===== src/rtl/cal_xfer_pkg.sv =====
// Shared types and the factory coefficient function for the transfer sequencer.
// Assumes coefficients are 6 bits and the factory content is a pure function of address.
package cal_xfer_pkg;

    localparam int COEF_W = 6;

    typedef enum logic [1:0] {
        MS_UNCAL   = 2'b00,
        MS_SELF    = 2'b01,
        MS_FACTORY = 2'b10,
        MS_USER    = 2'b11
    } mem_state_e;

    // Factory coefficient for one address, reduced to the coefficient width.
    function automatic logic [COEF_W-1:0] factory_coef(input int unsigned addr);
        int unsigned v;
        v = (addr * 29 + 5) % (1 << COEF_W);
        return COEF_W'(v);
    endfunction

endpackage


===== src/rtl/cal_clk_div.sv =====
// Calibration tick generator: emits a one-cycle enable every 2^(BASE_LOG2+sel)
// converter-clock cycles while run is high. It assumes sel is held stable by the caller
// during a run and that BASE_LOG2 >= 1, so ticks are never back to back.
module cal_clk_div #(
    parameter int BASE_LOG2 = 5,
    parameter int SEL_W     = 3
) (
    input  logic             clk,
    input  logic             rst_n,
    input  logic             run,
    input  logic             restart,
    input  logic [SEL_W-1:0] sel,
    output logic             tick
);
    localparam int CNT_W = BASE_LOG2 + (1 << SEL_W) - 1;

    logic [CNT_W-1:0] cnt;
    logic [CNT_W:0]   span;
    logic [CNT_W-1:0] lim_m1;

    // Divide ratio and terminal count for the current select.
    always_comb begin
        span   = (CNT_W+1)'(1) << (BASE_LOG2 + int'(sel));
        lim_m1 = CNT_W'(span - 1'b1);
    end

    assign tick = run && (cnt == lim_m1);

    // Cycle counter, cleared on start, idle or terminal count.
    always_ff @(posedge clk) begin
        if (!rst_n) begin
            cnt <= '0;
        end else if (restart || !run || tick) begin
            cnt <= '0;
        end else begin
            cnt <= cnt + 1'b1;
        end
    end

    p_tick_spaced_r1: assert property (@(posedge clk) disable iff (!rst_n)
        tick |=> !tick);

    p_cnt_bound_r1: assert property (@(posedge clk) disable iff (!rst_n)
        run |-> (cnt <= lim_m1));

endmodule


===== src/rtl/cal_factory_rom.sv =====
// Read-only factory coefficient store, built as a constant array from the package function.
// Entries below FIRST_ADDR and addresses past LAST_ADDR read as zero.
module cal_factory_rom #(
    parameter int ADDR_W     = 8,
    parameter int DATA_W     = 6,
    parameter int FIRST_ADDR = 1,
    parameter int LAST_ADDR  = 132
) (
    input  logic [ADDR_W-1:0] addr,
    output logic [DATA_W-1:0] data
);
    import cal_xfer_pkg::*;

    logic [DATA_W-1:0] rom [0:LAST_ADDR];

    // One constant word per address.
    for (genvar i = 0; i <= LAST_ADDR; i++) begin : g_word
        if (i >= FIRST_ADDR) begin : g_used
            assign rom[i] = DATA_W'(factory_coef(i));
        end else begin : g_unused
            assign rom[i] = '0;
        end
    end

    // Guarded lookup.
    always_comb begin
        if (int'(addr) <= LAST_ADDR) data = rom[addr];
        else                         data = '0;
    end

endmodule


===== src/rtl/cal_xfer_fsm.sv =====
// Copy sequencer: owns the busy state, the address walk, the latched divider select,
// the completion flag and the memory-state code. A copy is armed by reset and by a
// falling transfer-enable seen while idle. Requests during a copy are dropped.
module cal_xfer_fsm #(
    parameter int ADDR_W     = 8,
    parameter int SEL_W      = 3,
    parameter int FIRST_ADDR = 1,
    parameter int LAST_ADDR  = 132
) (
    input  logic              clk,
    input  logic              rst_n,
    input  logic              xfer_en,
    input  logic [SEL_W-1:0]  div_sel,
    input  logic              tick,
    output logic              busy,
    output logic              start,
    output logic [SEL_W-1:0]  sel_q,
    output logic [ADDR_W-1:0] addr_q,
    output logic              done,
    output logic [1:0]        mem_state
);
    import cal_xfer_pkg::*;

    logic xfer_q;
    logic fall;
    logic last_word;

    assign fall      = xfer_q && !xfer_en;
    assign start     = fall && !busy;
    assign last_word = (addr_q == ADDR_W'(LAST_ADDR));

    // Sequencing state: auto-start out of reset, re-arm on an idle request, advance per tick.
    always_ff @(posedge clk) begin
        if (!rst_n) begin
            xfer_q    <= 1'b0;
            busy      <= 1'b1;
            addr_q    <= ADDR_W'(FIRST_ADDR);
            sel_q     <= '0;
            done      <= 1'b0;
            mem_state <= MS_UNCAL;
        end else begin
            xfer_q <= xfer_en;
            if (start) begin
                busy   <= 1'b1;
                addr_q <= ADDR_W'(FIRST_ADDR);
                sel_q  <= div_sel;
                done   <= 1'b0;
            end else if (tick) begin
                if (last_word) begin
                    busy      <= 1'b0;
                    done      <= 1'b1;
                    mem_state <= MS_FACTORY;
                end else begin
                    addr_q <= addr_q + 1'b1;
                end
            end
        end
    end

    p_done_idle_r6: assert property (@(posedge clk) disable iff (!rst_n)
        !(done && busy));

    p_addr_walk_r3: assert property (@(posedge clk) disable iff (!rst_n)
        (tick && !last_word) |=> (addr_q == $past(addr_q) + 1'b1));

    p_addr_range_r3: assert property (@(posedge clk) disable iff (!rst_n)
        busy |-> (addr_q >= ADDR_W'(FIRST_ADDR) && addr_q <= ADDR_W'(LAST_ADDR)));

    p_sel_frozen_r9: assert property (@(posedge clk) disable iff (!rst_n)
        (busy && !start) |=> (sel_q == $past(sel_q)));

    p_state_on_done_r7: assert property (@(posedge clk) disable iff (!rst_n)
        done |-> (mem_state == MS_FACTORY));

    p_ignore_busy_r8: assert property (@(posedge clk) disable iff (!rst_n)
        (fall && busy && !tick) |=> (busy && $stable(addr_q)));

    p_no_tick_idle_r10: assert property (@(posedge clk) disable iff (!rst_n)
        !busy |-> !tick);

endmodule


===== src/rtl/cal_xfer_seq.sv =====
// Top of the calibration coefficient transfer sequencer: ties the divider, the copy
// sequencer and the factory store together and presents the working-store write port.
// Assumes the working store samples address and data on the cycle of the write strobe.
module cal_xfer_seq #(
    parameter int DIV_BASE_LOG2 = 5,
    parameter int SEL_W         = 3,
    parameter int ADDR_W        = 8,
    parameter int DATA_W        = 6,
    parameter int FIRST_ADDR    = 1,
    parameter int LAST_ADDR     = 132
) (
    input  logic              clk,
    input  logic              rst_n,
    input  logic [SEL_W-1:0]  div_sel,
    input  logic              xfer_en,
    output logic              cal_wr_en,
    output logic [ADDR_W-1:0] cal_wr_addr,
    output logic [DATA_W-1:0] cal_wr_data,
    output logic              xfer_done,
    output logic [1:0]        mem_state
);
    logic             tick;
    logic             busy;
    logic             start;
    logic [SEL_W-1:0] sel_q;

    cal_xfer_fsm #(
        .ADDR_W     (ADDR_W),
        .SEL_W      (SEL_W),
        .FIRST_ADDR (FIRST_ADDR),
        .LAST_ADDR  (LAST_ADDR)
    ) u_fsm (
        .clk       (clk),
        .rst_n     (rst_n),
        .xfer_en   (xfer_en),
        .div_sel   (div_sel),
        .tick      (tick),
        .busy      (busy),
        .start     (start),
        .sel_q     (sel_q),
        .addr_q    (cal_wr_addr),
        .done      (xfer_done),
        .mem_state (mem_state)
    );

    cal_clk_div #(
        .BASE_LOG2 (DIV_BASE_LOG2),
        .SEL_W     (SEL_W)
    ) u_div (
        .clk     (clk),
        .rst_n   (rst_n),
        .run     (busy),
        .restart (start),
        .sel     (sel_q),
        .tick    (tick)
    );

    cal_factory_rom #(
        .ADDR_W     (ADDR_W),
        .DATA_W     (DATA_W),
        .FIRST_ADDR (FIRST_ADDR),
        .LAST_ADDR  (LAST_ADDR)
    ) u_rom (
        .addr (cal_wr_addr),
        .data (cal_wr_data)
    );

    assign cal_wr_en = tick;

    p_strobe_only_busy_r10: assert property (@(posedge clk) disable iff (!rst_n)
        cal_wr_en |-> !xfer_done);

endmodule


===== config.mk =====
export PLATFORM = sky130hd
export DESIGN_NAME = cal_xfer_seq
export DESIGN_NICKNAME = d
export VERILOG_FILES = /design/src/rtl/cal_xfer_pkg.sv /design/src/rtl/cal_clk_div.sv /design/src/rtl/cal_factory_rom.sv /design/src/rtl/cal_xfer_fsm.sv /design/src/rtl/cal_xfer_seq.sv
export SDC_FILE = /design/constraint.sdc
export NUM_CORES = 1
export LEC_CHECK = 0
export CAP_MARGIN = 20
export CORE_ASPECT_RATIO = 1.25
export CORE_UTILIZATION = 33
export CTS_BUF_LIST = sky130_fd_sc_hd__clkbuf_8
export DETAILED_ROUTE_END_ITERATION = 12
export DONT_BUFFER_PORTS = 1
export GPL_TIMING_DRIVEN = 0
export PLACE_DENSITY = 0.58
export SYNTH_ARGS = -nofsm -noshare
export SYNTH_HDL_FRONTEND = slang
export SYNTH_SLANG_ARGS = --single-unit

===== constraint.sdc =====
create_clock -name clk -period 4.3 [get_ports clk]
set_input_delay 0.86 -clock clk [delete_from_list [all_inputs] [get_ports clk]]
set_output_delay 0.86 -clock clk [all_outputs]
set_load 0.1 [all_outputs]

After elaboration in Yosys (flattened, before gate mapping):

Memory sizes are Yosys's and may differ from the RTL's.
Cells that the tools add are included.
W data, S select, Z words.

* register bits after elaboration: 27
* logic and storage cells: 36
* memory bits (read-only): 1536
* memories: 1
* input port bits: 6

Memories
* (name not given): words 256, bits a word 6, read ports 1, clocked after Yosys merged registers in 0, wr ports 0, line cal_factory_rom.sv:27 `if (int'(addr) <= LAST_ADDR) data = rom[addr];`

* magnitude comparators: 2
* shift-type cells: 1
* mux-type cells: 3
* bitwise operators: 4
* equality and inequality tests: 2
* $add $sub $neg: 4
* reductions and logical operators: 12

Operator list (count)
* $shl A1 B32 Y12 const A: 1
* $mux W6: 3
* $add A12 B1 Y12 const B: 1
* $eq A12 B12 Y1: 1
* $sub A12 B1 Y12 const B: 1
* $ge A9 B9 Y1 const B: 1
* $not A8 Y9: 1
* $add A8 B1 Y8 const B: 1
* $eq A8 B8 Y1 const B: 1
* $le A8 B8 Y1 const B: 1
* $add A3 B3 Y4 const A: 1
* $reduce_and A2 Y1: 2
* $reduce_or A2 Y1: 2
* $logic_and A1 B1 Y1: 3
* $not A1 Y1: 3
* $reduce_and A3 Y1: 1
* $logic_not A1 Y1: 2
* $logic_or A1 B1 Y1: 2

Depth between registers and ports, before layout:

* depth in word-level cells: 7
* depth in mapped cells: 9
* gate-level depth less buffers: 8

Modules after synthesis:

From an unflattened synthesis, not the netlist that was laid out.

* cells, all modules: 244
* area total of the unflattened synthesis: 1950.6 um^2

Modules (own cells, without submodules)
* cal_clk_div: area each 870.8 um^2, cells each 108, times used 1
* cal_xfer_fsm: area each 686.9 um^2, cells each 78, times used 1
* cal_factory_rom: area each 392.9 um^2, cells each 58, times used 1

Worst setup path before layout:

OpenSTA, ideal clock, no wires.

* kind: flip-flop to output port
* start point: reg u_fsm.addr_q[0]
* end point: out cal_wr_data[5]
* data arrival time: 4492 ps
* path buffers: 0
* data required time: 3440 ps
* stages on the path, launching flop included: 9
* path slack: -1052 ps
* cell sequence: dfxtp_1 -> inv_1 -> ha_1 -> nor2_1 -> a211oi_1 -> a211oi_1 -> a311oi_1 -> a21oi_1 -> o21ai_0

* longest elaborated chain between the ends: 5
* elaborated cells on any way between the ends: 6
* classes of those cells: 1 x order compare; 3 x mux; 1 x bitwise; 1 x memory

Ends and longest elaborated chain
* start: declaration: line cal_xfer_fsm.sv:18 `output logic [ADDR_W-1:0] addr_q,`
* start signal: assignment: line cal_xfer_fsm.sv:37 `addr_q <= ADDR_W'(FIRST_ADDR);`
* start signal: assignment: line cal_xfer_fsm.sv:45 `addr_q <= ADDR_W'(FIRST_ADDR);`
* start signal: assignment: line cal_xfer_fsm.sv:54 `addr_q <= addr_q + 1'b1;`
* $not A8 Y9 (not written as such): line cal_factory_rom.sv:27
* $mem_v2 Z256 W6
* $mux W6 (not written as such) (2 in a row): line cal_factory_rom.sv:27
* $mux W6 *: line cal_factory_rom.sv:27
* end: declaration: line cal_xfer_seq.sv:18 `output logic [DATA_W-1:0] cal_wr_data,`

Mark *: on every way between the ends. The rest lies on a longest branch, timed or not. The select of a mux whose other input is x is not followed.

Worst setup path after layout:

* start point: reg u_fsm.addr_q[6]
* end point: out cal_wr_data[2]

Same word-level chain as after synthesis.

==> reports/results.tsv <==
stage	metric	value	unit
outcome	status	completed	
critical_path	Crit Path Category	register to primary output	
timing	Finish-stage setup viols	0	
die	Starting Density	0.342	
clock_network	post-CTS setup repair buffer count	0	
synthesis	post-synthesis adder-cell area fraction	0.0537	
finish	final core utilization	0.387	
power_and_ir_drop	Power Density	204	mW/mm^2
synthesis	Most used DFF post-synth	dfxtp_1	
synthesis	Synth async-reset ratio	0	
synthesis	register bit total from synthesis	27	
die	Die Wd	69.2	um
routing	number of detailed-route iterations in the first pass	4	
clock_network	Clock Latency Late Sink	0.28	ns
synthesis	synthesized-area fraction occupied by and/or/nand/nor cells	0.283	
global_routing	vias in the first global route	1604	
timing	Final min period	3.98	ns
die	chip height	86.0	um
clock_network	Root Driver	clkbuf_8	
power_and_ir_drop	Peak VDD IR	0.000191	V
synthesis	Post-synth EDFFs	0	
critical_path	startpoint of the worst register-to-register path	u_fsm.addr_q[5]	
critical_path	crit path from	u_fsm.addr_q[6]	
routing	WL/cell	14.0	um
die	core footprint	0.00544	mm^2
clock_network	Longest Clk Path Bufs	2	
timing	fin crit share	0.926	
timing	TNS Setup	0	ns
global_routing	met2 Use GR	0.305	
placed_design	dpl hpwl	3250	um
placed_design	Cell Area, Placed	0.00203	mm^2
die	Die ar.	0.00595	mm^2
synthesis	Synth cell types	50	
synthesis	main combinational cell family by area after synthesis	simple AND/OR/NAND/NOR gates	
global_routing	GR Overflow Total	0	
critical_path	Crit path required time	3.44	ns
finish	share of cells above drive strength 1	0.0873	
routing	Post-Route WL	4440	um
timing	fmax	251	MHz
timing	Post-Route Skew	0.00685	ns
clock_network	Reg clk slew, reported paths	0.10	ns
finish	Design Area, Final	0.00211	mm^2
timing	final slew viol count	0	
critical_path	critical path arrival	3.12	ns
global_routing	global-route wire length before repair	7850	um
synthesis	mean post-synth cell area	7.64	um^2
global_routing	antenna violations before repair	0	
critical_path	Worst setup SP type	register	
global_routing	largest net degree at the start of global routing	16	
routing	vias per inst	5.38	
finish	fin nets	267	
routing	Routed Antenna Nets	0	
synthesis	sequential element share of the synthesized area	0.290	
global_routing	busiest metal layer after global routing	met2	
timing	RSZ-0062 raised after global routing	no	
synthesis	mux contribution to synthesized area	0.0275	
power_and_ir_drop	Leak	0.744	nW
min_path	worst hold path class	register to register	
synthesis	compound-gate portion of the synthesized area	0.193	
synthesis	XOR/XNOR Fraction of Synth Area	0.0846	
routing	DRC	0	
timing	Final Hold Vio Count	0	
clock_network	CTS Buf Count	3	
clock_network	CTS tree	built	
timing	Worst Max-Slew Pin Slew	1.13	ns
synthesis	synth warn	0	
synthesis	Cell Area, Synth	0.00186	mm^2
routing	via count	1699	
min_path	worst hold start	u_div.cnt[0]	
clock_network	hold-fix buffers at CTS	0	
critical_path	Crit Path Max Fanout	7	
synthesis	Mapped Cells	244	
placed_design	global placement routability congestion	0.774	
run	max cap viols	0	
finish	ant diodes	0	
global_routing	grt met3 use	0.0294	
critical_path	CP endpoint kind	primary output	
routing	initial drt markers	93	
die	FP Rows	30	
global_routing	Total Routing Usage GR	0.160	
timing	worst slew margin relative to its limit	0.244	
placed_design	port bufs	0	
global_routing	met1 usage	0.183	
finish	Area growth, synth to finish	13.0	%
placed_design	placed cells	312	
power_and_ir_drop	Total Power	429	uW
finish	Non-Filler Instances	316	
clock_network	Sink Count	27	
clock_network	H-tree levels	1	
die	I/O pin cnt	24	
-- metrics by stage --
step           hold WS, ns  setup slack (ns)
6_report             0.508             0.319
5_1_grt              0.568            0.0853
4_1_cts              0.509            0.0515
3_5_place_dp         0.486             0.192
3_3_place_gp         0.478            -0.764
2_1_floorplan        0.442            -0.300
-- logic make-up (layout without fill, tap and decap cells) --
kind of cell / after synthesis / count (layout)
compound gates: 55 / 55
xor+xnor: 18 / 18
fa+ha+maj: 8 / 8
buf+inv: 29 / 36
flops: 27 / 27
mux: 5 / 5
other cells: 2 / 3
simple gates: 100 / 100
-- area by class of cell --
class / count / area [um^2]
fill: 584 / 3340
multi-input combinational: 189 / 1260
sequential: 27 / 543
tap: 64 / 80.1
buffer: 17 / 72.6
timing repair buffer: 3 / 58.8
inverter: 12 / 45.0
clock buffer: 3 / 41.3
clock inverter: 1 / 5.00
-- layout by cell type (no fill, tap or decap), types with 3 or more instances in the layout --
cell type  count
nor3_1         6
o21ai_4        3
or3_1          4
clkbuf_8       3
nor2b_1        7
nor4_1         3
a211oi_1       3
xnor2_1        8
nand4_1        4
mux2i_1        4
inv_1         12
xor2_1        10
dfxtp_1       25
or4_1          3
o31ai_1        3
and3_1         4
ha_1           8
nor2_1        24
clkbuf_1      11
and2_1         3
o22ai_1        3
conb_1         3
nand3_1       14
nand2_1       17
a21oi_1       16
o21ai_0       10
buf_2          4
-- synthesized netlist by cell type (2+ instances only) --
library cell | n | area share
nor2b_1 | 7 | 0.024
nand3_1 | 14 | 0.038
a21oi_1 | 17 | 0.046
clkbuf_1 | 11 | 0.022
nor3_1 | 6 | 0.016
and3_1 | 4 | 0.013
inv_1 | 12 | 0.024
xor2_1 | 10 | 0.047
nor2_1 | 25 | 0.050
nand4_1 | 4 | 0.013
and2_1 | 3 | 0.010
a211oi_1 | 3 | 0.012
ha_1 | 8 | 0.054
o21a_1 | 2 | 0.0081
or4_1 | 3 | 0.012
nand3b_1 | 2 | 0.0081
nor4_1 | 3 | 0.010
xnor2_1 | 8 | 0.038
buf_2 | 4 | 0.011
or3_1 | 4 | 0.013
mux2i_1 | 4 | 0.021
nand2_1 | 17 | 0.034
conb_1 | 2 | 0.0040
o22ai_1 | 3 | 0.010
o211ai_1 | 2 | 0.0081
dfxtp_1 | 27 | 0.29
o31ai_1 | 3 | 0.012
o21ai_0 | 14 | 0.038
-- worst paths after layout --
path	to	slack [ns]	cells past startpoint
max reg2reg	u_fsm.addr_q[3]	1.50	6
max	cal_wr_data[2]	0.32	6
min	u_div.cnt[0]	0.51	1
min reg2reg	u_div.cnt[0]	0.51	1
-- state kept, by name, indices dropped and copies added, names as in the netlist --
signal	count
u_div.cnt	12
u_fsm.addr_q	8
u_fsm.sel_q	3
u_fsm.busy	1
u_fsm.done	1
u_fsm.mem_state	1
u_fsm.xfer_q	1
-- repair_timing --
item                       4_1_cts  5_1_grt
gates resized for setup          3        3
setup endpoints to repair        3        3
pin swaps                        0        0
-- per-layer routing --
metal	part of all wire	wire, um
met2	0.53	2330
met1	0.44	1930
met4	0.0043	19
met5	0	0
met3	0.034	151
-- worst max-delay path, cell delays in order (launching register included) --
cell,delay (ns)
dfxtp_1,1.09
or4_1,0.21
clkbuf_1,0.28
nor2_1,0.08
a211oi_1,0.22
a21oi_1,0.09
o21ai_2,0.87
-- where the power goes --
group	internal [mW]	switching, mW
combinational	0.00813	0.0150
clock	0.0651	0.0847
sequential	0.253	0.00365
(Power assumes the default switching activity.)
